File: config.mk
export PLATFORM = sky130hd
export DESIGN_NAME = flash_irq_status_ctrl
export DESIGN_NICKNAME = d
export VERILOG_FILES = /design/src/rtl/fics_pkg.sv /design/src/rtl/fics_evt_merge.sv /design/src/rtl/fics_cmd_gate.sv /design/src/rtl/fics_irq_drv.sv /design/src/rtl/flash_irq_status_ctrl.sv
export SDC_FILE = /design/constraint.sdc
export NUM_CORES = 1
export LEC_CHECK = 0
export BUFFER_PORTS_ARGS = -buffer_cell sky130_fd_sc_hd__clkbuf_2
export CAP_MARGIN = 20
export CORE_MARGIN = 1.5
export CORE_UTILIZATION = 44
export CTS_CLUSTER_SIZE = 28
export DETAILED_ROUTE_END_ITERATION = 16
export PLACE_DENSITY = 0.63
export REMOVE_ABC_BUFFERS = 1
export SYNTH_ARGS = -nofsm -noshare
export SYNTH_HDL_FRONTEND = slang
export SYNTH_SLANG_ARGS = --single-unit
File: constraint.sdc
create_clock -name clk -period 2.55 [get_ports clk]
set_clock_uncertainty 0.15 [all_clocks]
set_input_delay 0.255 -clock clk [delete_from_list [all_inputs] [get_ports clk]]
set_output_delay 0.255 -clock clk [all_outputs]
set_load 0.01 [all_outputs]
File: src/rtl/fics_pkg.sv
package fics_pkg;

  typedef enum logic [2:0] {
    DONE_LOAD  = 3'd0,
    DONE_PROG  = 3'd1,
    DONE_ERASE = 3'd2,
    DONE_RESET = 3'd3,
    DONE_OTHER = 3'd4
  } done_kind_e;

  typedef enum logic [2:0] {
    RA_STATUS = 3'd0,
    RA_INTR   = 3'd1,
    RA_CFG1   = 3'd2,
    RA_CFG2   = 3'd3,
    RA_CMD    = 3'd4
  } reg_addr_e;

  // interrupt register bits
  localparam int unsigned B_MASTER   = 15;
  localparam int unsigned B_RST_DONE = 4;
  localparam int unsigned B_ERS_DONE = 5;
  localparam int unsigned B_PRG_DONE = 6;
  localparam int unsigned B_LD_DONE  = 7;
  // status register bits
  localparam int unsigned B_ERR_CMD  = 10;
  localparam int unsigned B_ERR_ERS  = 11;
  localparam int unsigned B_ERR_PRG  = 12;
  localparam int unsigned B_ERR_LD   = 13;
  // configuration 1 bits
  localparam int unsigned B_POL      = 6;
  localparam int unsigned B_RDY      = 7;

  localparam logic [15:0] ERR_MASK = 16'h3C00;

  function automatic logic code_known(input logic [15:0] c);
    logic k;
    k = 1'b0;
    if (c[15:8] == 8'h00) begin
      case (c[7:0])
        8'h00, 8'h13, 8'h80, 8'h1A, 8'h1B, 8'h23, 8'h27, 8'h2A,
        8'h2C, 8'h30, 8'h65, 8'h71, 8'h94, 8'h95, 8'hB0, 8'hF0,
        8'hF3:   k = 1'b1;
        default: k = 1'b0;
      endcase
    end
    return k;
  endfunction

endpackage

File: src/rtl/fics_evt_merge.sv
module fics_evt_merge
  import fics_pkg::*;
#(
  parameter int unsigned W = 16
) (
  input  logic         done_valid,
  input  logic [2:0]   done_kind,
  input  logic         done_err,
  output logic [W-1:0] int_set,
  output logic [W-1:0] stat_set,
  output logic         evt_rst
);
  done_kind_e kind;
  assign kind = done_kind_e'(done_kind);

  always_comb begin
    int_set  = '0;
    stat_set = '0;
    evt_rst  = 1'b0;
    if (done_valid) begin
      case (kind)
        DONE_LOAD: begin
          int_set[B_LD_DONE] = 1'b1;
          stat_set[B_ERR_LD] = done_err;
        end
        DONE_PROG: begin
          int_set[B_PRG_DONE] = 1'b1;
          stat_set[B_ERR_PRG] = done_err;
        end
        DONE_ERASE: begin
          int_set[B_ERS_DONE] = 1'b1;
          stat_set[B_ERR_ERS] = done_err;
        end
        DONE_RESET: evt_rst = 1'b1;
        default: ;
      endcase
      if (kind != DONE_RESET) begin
        int_set[B_MASTER]   = 1'b1;
        stat_set[B_ERR_CMD] = done_err;
      end
    end
  end
endmodule

File: src/rtl/fics_cmd_gate.sv
module fics_cmd_gate
  import fics_pkg::*;
#(
  parameter int unsigned W = 16
) (
  input  logic         wr_cmd,
  input  logic [W-1:0] code,
  input  logic         master_mid,
  output logic         take,
  output logic         issue,
  output logic         unknown
);
  logic known;
  assign known   = code_known(code);
  assign take    = wr_cmd & ~master_mid;
  assign issue   = take & known;
  assign unknown = take & ~known;
endmodule

File: src/rtl/fics_irq_drv.sv
module fics_irq_drv #(
  parameter logic IRQ_RST = 1'b1
) (
  input  logic clk,
  input  logic rst_n,
  input  logic master,
  input  logic pol,
  output logic irq_o
);
  logic irq_n, irq_q;

  always_comb irq_n = master ^ ~pol;

  always_ff @(posedge clk or negedge rst_n) begin
    if (!rst_n) irq_q <= IRQ_RST;
    else        irq_q <= irq_n;
  end

  assign irq_o = irq_q;


  irq_follow_chk: assert property (@(posedge clk) disable iff (!rst_n)
    1'b1 |=> (irq_o == ($past(master) ^ ~$past(pol))));
endmodule

File: src/rtl/flash_irq_status_ctrl.sv
module flash_irq_status_ctrl
  import fics_pkg::*;
#(
  parameter int unsigned  W         = 16,
  parameter logic [15:0]  CFG1_RST  = 16'h40C0,
  parameter logic [15:0]  INT_COLD  = 16'h8080,
  parameter logic [15:0]  INT_WARM  = 16'h8010,
  parameter logic [15:0]  CFG1_RDMK = 16'hFFE0
) (
  input  logic         clk,
  input  logic         rst_n,
  input  logic         warm_rst_i,
  input  logic         done_valid_i,
  input  logic [2:0]   done_kind_i,
  input  logic         done_err_i,
  input  logic         wr_en_i,
  input  logic [2:0]   wr_addr_i,
  input  logic [15:0]  wr_data_i,
  input  logic [2:0]   rd_addr_i,
  output logic [15:0]  rd_data_o,
  output logic         cmd_issue_o,
  output logic [15:0]  cmd_code_o,
  output logic         irq_o,
  output logic         rdy_o
);
  localparam logic IRQ_RST = INT_COLD[B_MASTER] ^ ~CFG1_RST[B_POL];

  reg_addr_e wr_sel, rd_sel;
  assign wr_sel = reg_addr_e'(wr_addr_i);
  assign rd_sel = reg_addr_e'(rd_addr_i);

  logic [W-1:0] status_q, int_q, cfg1_q, cfg2_q, cmd_q;
  logic [W-1:0] status_n, int_n, cfg1_n, cfg2_n, cmd_n;
  logic         rdy_q, rdy_n, issue_q;
  logic [W-1:0] int_set, stat_set;
  logic         evt_rst, soft_rst, master_mid, upd_en;
  logic         cmd_take, cmd_issue, cmd_unknown;

  fics_evt_merge #(.W(W)) u_evt (
    .done_valid (done_valid_i),
    .done_kind  (done_kind_i),
    .done_err   (done_err_i),
    .int_set    (int_set),
    .stat_set   (stat_set),
    .evt_rst    (evt_rst)
  );

  assign soft_rst   = evt_rst | warm_rst_i;
  assign master_mid = soft_rst ? INT_WARM[B_MASTER]
                               : (int_q[B_MASTER] | int_set[B_MASTER]);

  fics_cmd_gate #(.W(W)) u_gate (
    .wr_cmd     (wr_en_i && (wr_sel == RA_CMD)),
    .code       (wr_data_i),
    .master_mid (master_mid),
    .take       (cmd_take),
    .issue      (cmd_issue),
    .unknown    (cmd_unknown)
  );

  // next state: completion/reset first, then the bus write on top
  always_comb begin
    status_n = status_q;
    int_n    = int_q;
    cfg1_n   = cfg1_q;
    cfg2_n   = cfg2_q;
    cmd_n    = cmd_q;
    rdy_n    = rdy_q;
    if (soft_rst) begin
      status_n = '0;
      int_n    = INT_WARM;
      cfg1_n   = CFG1_RST;
      cfg2_n   = '0;
      cmd_n    = '0;
      rdy_n    = 1'b1;
    end else begin
      status_n = status_n | stat_set;
      int_n    = int_n | int_set;
    end
    if (wr_en_i) begin
      case (wr_sel)
        RA_INTR: begin
          int_n = int_n & wr_data_i;
          if (!int_n[B_MASTER]) status_n = status_n & ~ERR_MASK;
        end
        RA_CFG1: begin
          cfg1_n = wr_data_i;
          rdy_n  = wr_data_i[B_RDY];
        end
        RA_CFG2: cfg2_n = wr_data_i;
        RA_CMD:  if (cmd_take) cmd_n = wr_data_i;
        default: ;
      endcase
    end
    if (cmd_unknown) begin
      status_n[B_ERR_CMD] = 1'b1;
      int_n[B_MASTER]     = 1'b1;
    end
  end

  assign upd_en = soft_rst | done_valid_i | wr_en_i;

  always_ff @(posedge clk or negedge rst_n) begin
    if (!rst_n) begin
      status_q <= '0;
      int_q    <= INT_COLD;
      cfg1_q   <= CFG1_RST;
      cfg2_q   <= '0;
      cmd_q    <= '0;
      rdy_q    <= 1'b1;
    end else if (upd_en) begin
      status_q <= status_n;
      int_q    <= int_n;
      cfg1_q   <= cfg1_n;
      cfg2_q   <= cfg2_n;
      cmd_q    <= cmd_n;
      rdy_q    <= rdy_n;
    end
  end

  always_ff @(posedge clk or negedge rst_n) begin
    if (!rst_n) issue_q <= 1'b0;
    else        issue_q <= cmd_issue;
  end

  fics_irq_drv #(.IRQ_RST(IRQ_RST)) u_irq (
    .clk    (clk),
    .rst_n  (rst_n),
    .master (int_q[B_MASTER]),
    .pol    (cfg1_q[B_POL]),
    .irq_o  (irq_o)
  );

  always_comb begin
    case (rd_sel)
      RA_STATUS: rd_data_o = status_q;
      RA_INTR:   rd_data_o = int_q;
      RA_CFG1:   rd_data_o = cfg1_q & CFG1_RDMK;
      RA_CFG2:   rd_data_o = cfg2_q;
      RA_CMD:    rd_data_o = cmd_q;
      default:   rd_data_o = '0;
    endcase
  end

  assign cmd_issue_o = issue_q;
  assign cmd_code_o  = cmd_q;
  assign rdy_o       = rdy_q;


  cmd_block_chk: assert property (@(posedge clk) disable iff (!rst_n)
    (wr_en_i && wr_sel == RA_CMD && int_q[B_MASTER] && !soft_rst)
      |=> (!cmd_issue_o && cmd_code_o == $past(cmd_q)));


  err_wipe_chk: assert property (@(posedge clk) disable iff (!rst_n)
    (wr_en_i && wr_sel == RA_INTR && !wr_data_i[B_MASTER])
      |=> ((status_q & ERR_MASK) == '0));


  err_set_chk: assert property (@(posedge clk) disable iff (!rst_n)
    (done_valid_i && done_err_i && done_kind_i != DONE_RESET && !warm_rst_i
     && !(wr_en_i && wr_sel == RA_INTR))
      |=> status_q[B_ERR_CMD]);


  master_set_chk: assert property (@(posedge clk) disable iff (!rst_n)
    (done_valid_i && done_kind_i != DONE_RESET && !warm_rst_i
     && !(wr_en_i && wr_sel == RA_INTR))
      |=> int_q[B_MASTER]);


  rdy_track_chk: assert property (@(posedge clk) disable iff (!rst_n)
    (wr_en_i && wr_sel == RA_CFG1) |=> (rdy_o == $past(wr_data_i[B_RDY])));
endmodule

==> impl_metrics.json, run 1 <==
{
  "outcome": "finished, final reports clean",
  "clk_latency_ps": 330,
  "synth.top_cells.by_area": "dfrtp_1 44%, a32o_1 10%, dfstp_2 5.5%, mux2i_1 3.6%, o21ai_0 3.6%",
  "ctsHoldBuffers": 1,
  "p_per_area_nw_per_um2": 543,
  "core_region_area_um2": 7290,
  "clk_pin_slew_ps": 70,
  "drc": 0,
  "worstSetupPathType": "in2out",
  "finalCritPeriodShare_pct": 81.8,
  "crit_path_end_kind": "output port",
  "num_rows": 31,
  "htreeDepth": 3,
  "synth_area_um2": 3340,
  "numClockSinks": 66,
  "drive_above_1_share_pct": 31.9,
  "placed_cells": 449,
  "critPathArrivalTime_ps": 1680,
  "syn_area_per_cell_um2": 11.1,
  "yosys.area.top_type": "dfrtp_1",
  "setup_viol": 0,
  "path_max_fanout": 11,
  "synth_top_flop_cell": "dfrtp_1",
  "io-pin-count": 66,
  "die_area_um2": 8110,
  "antenna_cells": 0,
  "drt_iter0_markers": 358,
  "synthArstFlopShare_pct": 100,
  "grt_max_degree": 67,
  "final_cell_mix": "65 x clkbuf_2, 59 x dfrtp_1, 34 x a32o_1",
  "dp_hpwl_mm": 5.89,
  "cpMaxStageDelayCell": "nor2b_1",
  "hold_path_class": "in2reg",
  "clock_path_buffers": 2,
  "grt.met2_usage_pct": 34.2,
  "slew_viol_final": 0,
  "busiest_layer": "met2",
  "hold_viol_final": 0,
  "grt_pass1_vias": 2729,
  "vias": 2810,
  "met1_usage_pct": 33.9,
  "ys_ff_latch": 66,
  "stdcell_count": 466,
  "cts_tree": "built",
  "place.gp.congestion": 0.792,
  "antenna_found_initial": 0,
  "drt-vias-per-instance": 6.03,
  "period_needed_ps": 2090,
  "slew-limit-headroom_pct": 42.8,
  "grt_setup_unrepaired": "no",
  "cts-root-buf": "clkbuf_8",
  "worstSetupStartpointType": "primary input",
  "yosys_warnings": 0,
  "die_h_um": 90.1,
  "ir_drop_uv": 239,
  "p_leak_nw": 1.78,
  "dpl_worst_slack_ps": 438,
  "ys_types": 52,
  "grt_overflow_total": 0,
  "grt_use_met3_pct": 2.88,
  "setup_ws_ps": 464,
  "cts_resized": 0,
  "ant_nets": 0,
  "start_util_pct": 45.7,
  "tns_ps": 0,
  "nets": 393,
  "ys_seq_area_share_pct": 49.8,
  "fmax_mhz": 479,
  "firstDrtPassIters": 4,
  "wl_per_cell_um": 19.4,
  "numCtsBuffers": 9,
  "io_buffers": 65,
  "critical_path_required_ps": 2140,
  "worst_pin_slew_ps": 857,
  "dieWidth_um": 90.1,
  "grt_usage_pct": 23.1,
  "layout_commonest_cell": "clkbuf_2",
  "max_stage_delay_ps": 380,
  "max-cap-violations": 0,
  "area_growth_pct": 17.1,
  "synthDominantCellAreaShare_pct": 44.3,
  "path_cells": "clkbuf_2 -> nor2b_1 -> nor2b_1 -> buf_4 -> nand2_1 -> o21ai_0 -> clkbuf_2",
  "grt_pass1_wl_mm": 14.7,
  "postCtsSetupRepairBufs": 0,
  "nFillCells": 710,
  "synth_edf_count": 0,
  "routed_wl_mm": 9.06,
  "syn_inst": 300
}
[synth_stat cells (2+ instances only)]
library cell  instances
o21ai_1               2
mux2i_1              12
nand3b_1              4
and3b_1               2
nor2_4                2
nor3_1                2
a2bb2oi_1             3
nor3b_1               3
a21oi_1               3
nor4_1                3
o21ai_0              24
nand2_1              16
nor2b_1               5
buf_2                16
a32o_1               34
a31oi_1               5
inv_1                 3
nand2b_1              3
o22a_1                4
buf_6                 6
a22o_1                6
dfrtp_1              59
clkbuf_1              5
a22oi_1               7
mux2_2                7
xnor2_1               2
dfstp_2               7
o22ai_1               6
nor2_1               26
[report_power, final]
part / total, mW / internal [mW] / switching, mW / leakage, nW
registers: 1.08 / 1.07 / 0.0115 / 0.887
clock network: 0.788 / 0.402 / 0.386 / 0.0932
logic: 0.253 / 0.0902 / 0.162 / 0.803
total: 2.12 / 1.56 / 0.560 / 1.78
[registers in the layout, summed over array words and instances, names as in the netlist]
name and cells:
cfg1_q 11, cfg2_q 16, cmd_code_o 16, cmd_issue_o 1, int_q 16, rdy_o 1, status_q 4, u_irq.irq_o 1
[path summary, 6_finish.rpt]
check	startpoint	to	slack, ps	cells past startpoint
hold reg to reg	cfg2_q[3]$_DFFE_PN0N_	cfg2_q[3]$_DFFE_PN0N_	340	1
setup reg to reg	int_q[15]$_DFFE_PN1N_	cmd_code_o[7]$_DFFE_PN0N_	620	4
max in group asynchronous	rst_n	int_q[15]$_DFFE_PN1N_	1600	3
setup / recovery	rd_addr_i[1]	rd_data_o[7]	460	7
min in group asynchronous	rst_n	cfg2_q[14]$_DFFE_PN0N_	320	3
hold / removal	done_err_i	status_q[12]$_DFFE_PN0N_	80	3
[final cells by class]
| type | instances | area, um^2 | share of cell area [%] |
|---|---|---|---|
| repair buffers | 78 | 438 | 11.2 |
| clock buffers | 13 | 159 | 4.07 |
| multi-input cells | 204 | 1500 | 38.4 |
| flip-flops and latches | 66 | 1660 | 42.5 |
| clock inverters | 3 | 15.0 | 0.384 |
| well taps | 99 | 124 | 3.17 |
| inverters | 3 | 11.3 | 0.288 |
[worst max-delay path: cells and delay by family]
kind	cells	cell delay [ps]
simple gates	3	670
buf+inv	3	640
compound gates	1	100
[layer usage]
| layer | vias to the layer above | part of all wire, % |
|---|---|---|
| li1 | 1278 | - |
| met1 | 1419 | 46 |
| met2 | 94 | 46 |
| met3 | 19 | 5.6 |
| met4 | 0 | 2.5 |
| met5 | - | 0 |
[per-stage QoR]
| stage | instance area, um^2 | hold slack, ps | util (%) | power [mW] |
|---|---|---|---|---|
| after detailed placement | 3720 | 156 | 51.0 | 1.35 |
| after global routing | 3910 | 90.2 | 53.6 | 2.20 |
| after CTS | 3910 | 70.6 | 53.6 | 2.13 |
| after global placement | 3720 | 159 | 51.0 | 1.35 |
| final | 3910 | 79.5 | 53.6 | 2.12 |
| after floorplan | 3170 | -191 | - | 1.20 |
[cells by family (layout without fill, tap and decap cells)]
family	after synthesis	in the layout	share of synthesized area [%]
buffers and inverters	30	97	5.33
and+or+nand+nor	79	79	13.6
AOI/OAI and AO/OA	102	102	23.9
xor gates and xnor gates	3	3	0.788
DFF	66	66	49.8
muxes	20	20	6.64
(Power assumes the default switching activity.)
==> run 2, diff against run 1 <==
--- a/config.mk
+++ b/config.mk
@@ -11,7 +11,7 @@
 export CORE_UTILIZATION = 44
 export CTS_CLUSTER_SIZE = 28
 export DETAILED_ROUTE_END_ITERATION = 16
-export PLACE_DENSITY = 0.63
+export PLACE_DENSITY = 0.66
 export REMOVE_ABC_BUFFERS = 1
 export SYNTH_ARGS = -nofsm -noshare
 export SYNTH_HDL_FRONTEND = slang
==> constraint.sdc (replaced) <==
create_clock -name clk -period 1.8 [get_ports clk]
set_clock_uncertainty 0.15 [all_clocks]
set_input_delay 0.18 -clock clk [delete_from_list [all_inputs] [get_ports clk]]
set_output_delay 0.18 -clock clk [all_outputs]
set_load 0.01 [all_outputs]
==> impl_metrics.json, run 2 (same netlist as run 1, synthesis figures left out) <==
{
  "critical_path_required_ps": 1470,
  "outcome": "finished, final reports clean",
  "pwr-share-clk_pct": 40.3,
  "fin_util_pct": 55.9,
  "hold_depth": 2,
  "grt_use_met3_pct": 4.06,
  "multi_input_area_um2": 1520,
  "grt_usage_pct": 23.4,
  "timing.rr.start": "int_q[15]$_DFFE_PN1N_",
  "p_seq_share_pct": 47.7,
  "stdcell_count": 479,
  "busiest_layer": "met2",
  "drt_iter0_markers": 249,
  "core_region_area_um2": 7290,
  "worstSetupStartpointType": "register",
  "io_buffers": 65,
  "cpMaxStageDelayCell": "mux4_2",
  "clock_path_buffers": 2,
  "drt-vias-per-instance": 5.94,
  "grt_max_degree": 67,
  "nets": 406,
  "setup_viol": 0,
  "slew_viol_final": 0,
  "grt.met2_usage_pct": 35.2,
  "io-pin-count": 66,
  "critPathBufInv": 2,
  "numClockSinks": 66,
  "postCtsSetupRepairBufs": 0,
  "layout_commonest_cell": "clkbuf_2",
  "finalCritPeriodShare_pct": 98.8,
  "fmax_mhz": 562,
  "grt_setup_unrepaired": "yes",
  "cts-root-buf": "clkbuf_8",
  "path_max_fanout": 2,
  "max_stage_delay_ps": 480,
  "htreeDepth": 3,
  "dieWidth_um": 90.1,
  "vias": 2844,
  "hold_end": "cmd_code_o[8]$_DFFE_PN0N_",
  "slew-limit-headroom_pct": 66.0,
  "ir_drop_uv": 367,
  "r2r_end": "int_q[15]$_DFFE_PN1N_",
  "period_needed_ps": 1780,
  "p_per_area_nw_per_um2": 787,
  "hp-start": "wr_data_i[8]",
  "die_area_um2": 8110,
  "antenna_cells": 0,
  "numCtsBuffers": 9,
  "drive_above_1_share_pct": 34.7,
  "critPathArrivalTime_ps": 1450,
  "placed_cells": 460,
  "cp_top_family": "multiplexers",
  "antenna_found_initial": 0,
  "p_sw_mw": 0.792,
  "internal_power_mw": 2.42,
  "hold_path_class": "in2reg",
  "routed_wl_mm": 9.02,
  "clk_pin_slew_ps": 70,
  "rrSetupSlack_ps": 200,
  "met1_usage_pct": 33.2,
  "area_growth_pct": 22.2,
  "crit_path_end_kind": "output port",
  "firstDrtPassIters": 4,
  "worst_pin_slew_ps": 509,
  "max-cap-violations": 0,
  "pwr-share-comb_pct": 12.0,
  "drc": 0,
  "cts_tree": "built",
  "final_cell_mix": "63 x clkbuf_2, 59 x dfrtp_1, 34 x a32o_1",
  "register_area_um2": 1660,
  "hold_viol_final": 0,
  "ant_nets": 0,
  "clk_latency_ps": 340,
  "worstSetupPathType": "reg2out",
  "path_cells": "mux4_2 -> inv_2 -> o21ai_2 -> buf_2",
  "p_sw_share_pct": 24.7,
  "wl_per_cell_um": 18.8,
  "die_h_um": 90.1,
  "reg2reg_depth": 5,
  "p_leak_nw": 1.87,
  "place.gp.congestion": 0.792,
  "grt_pass1_vias": 2769,
  "grt_overflow_total": 0,
  "nFillCells": 679,
  "grt_pass1_wl_mm": 14.7,
  "num_rows": 31,
  "start_util_pct": 45.7,
  "dp_hpwl_mm": 6.12
}
==> run 2: how the worst max path moves through the flow <==
stage	startpoint	endpoint	cells past startpoint
after floorplan	int_q[15]$_DFFE_PN1N_	cmd_code_o[0]$_DFFE_PN0N_	4
after global placement	int_q[15]$_DFFE_PN1N_	cmd_code_o[6]$_DFFE_PN0N_	4
after detailed placement	int_q[15]$_DFFE_PN1N_	cmd_code_o[6]$_DFFE_PN0N_	4
after CTS	cfg2_q[10]$_DFFE_PN0N_	rd_data_o[10]	4
after global routing	cfg2_q[10]$_DFFE_PN0N_	rd_data_o[10]	4
final	cfg2_q[10]$_DFFE_PN0N_	rd_data_o[10]	4
==> run 2: per-layer routing <==
metal,vias up,wire length [um]
li1,1297,-
met5,-,0
met4,0,201
met2,93,4280
met3,16,474
met1,1438,4070
==> run 2: cell type report <==
type / count / area share [%]
multi-input combinational: 204 / 37.2
tap: 99 / 3.04
timing repair buffer: 91 / 13.7
inverter: 3 / 0.276
clock inverter: 2 / 0.859
sequential: 66 / 40.7
clock buffer: 14 / 4.24
==> run 2: repair_timing <==
action | in CTS | in global routing
endpoints found under the setup margin | 16 | 7
hold buffers | 3 | 0
hold endpoints to repair | 69 | 0
resized for setup | 1 | 12
==> run 2: power by group through the flow <==
stage               logic [mW]  registers, mW  clock network [mW]
global placement         0.370           1.56                   0
detailed placement       0.374           1.56                   0
global route             0.419           1.53                1.37
CTS                      0.381           1.53                1.31
floorplan                0.149           1.55                   0
finish                   0.385           1.53                1.29
==> run 2: metrics by stage <==
stage          setup TNS (ps)  setup slack, ps  hold WS, ps  cell area [um^2]  power, mW
2_1_floorplan           -2230             -145         -266              3170       1.70
3_3_place_gp            -31.9            -12.0         78.5              3820       1.93
3_5_place_dp             -358            -41.8         79.5              3820       1.93
4_1_cts                     0             12.5         4.98              4060       3.22
5_1_grt                 -14.4            -14.4         24.8              4080       3.32
6_report                    0             21.7         14.4              4080       3.21
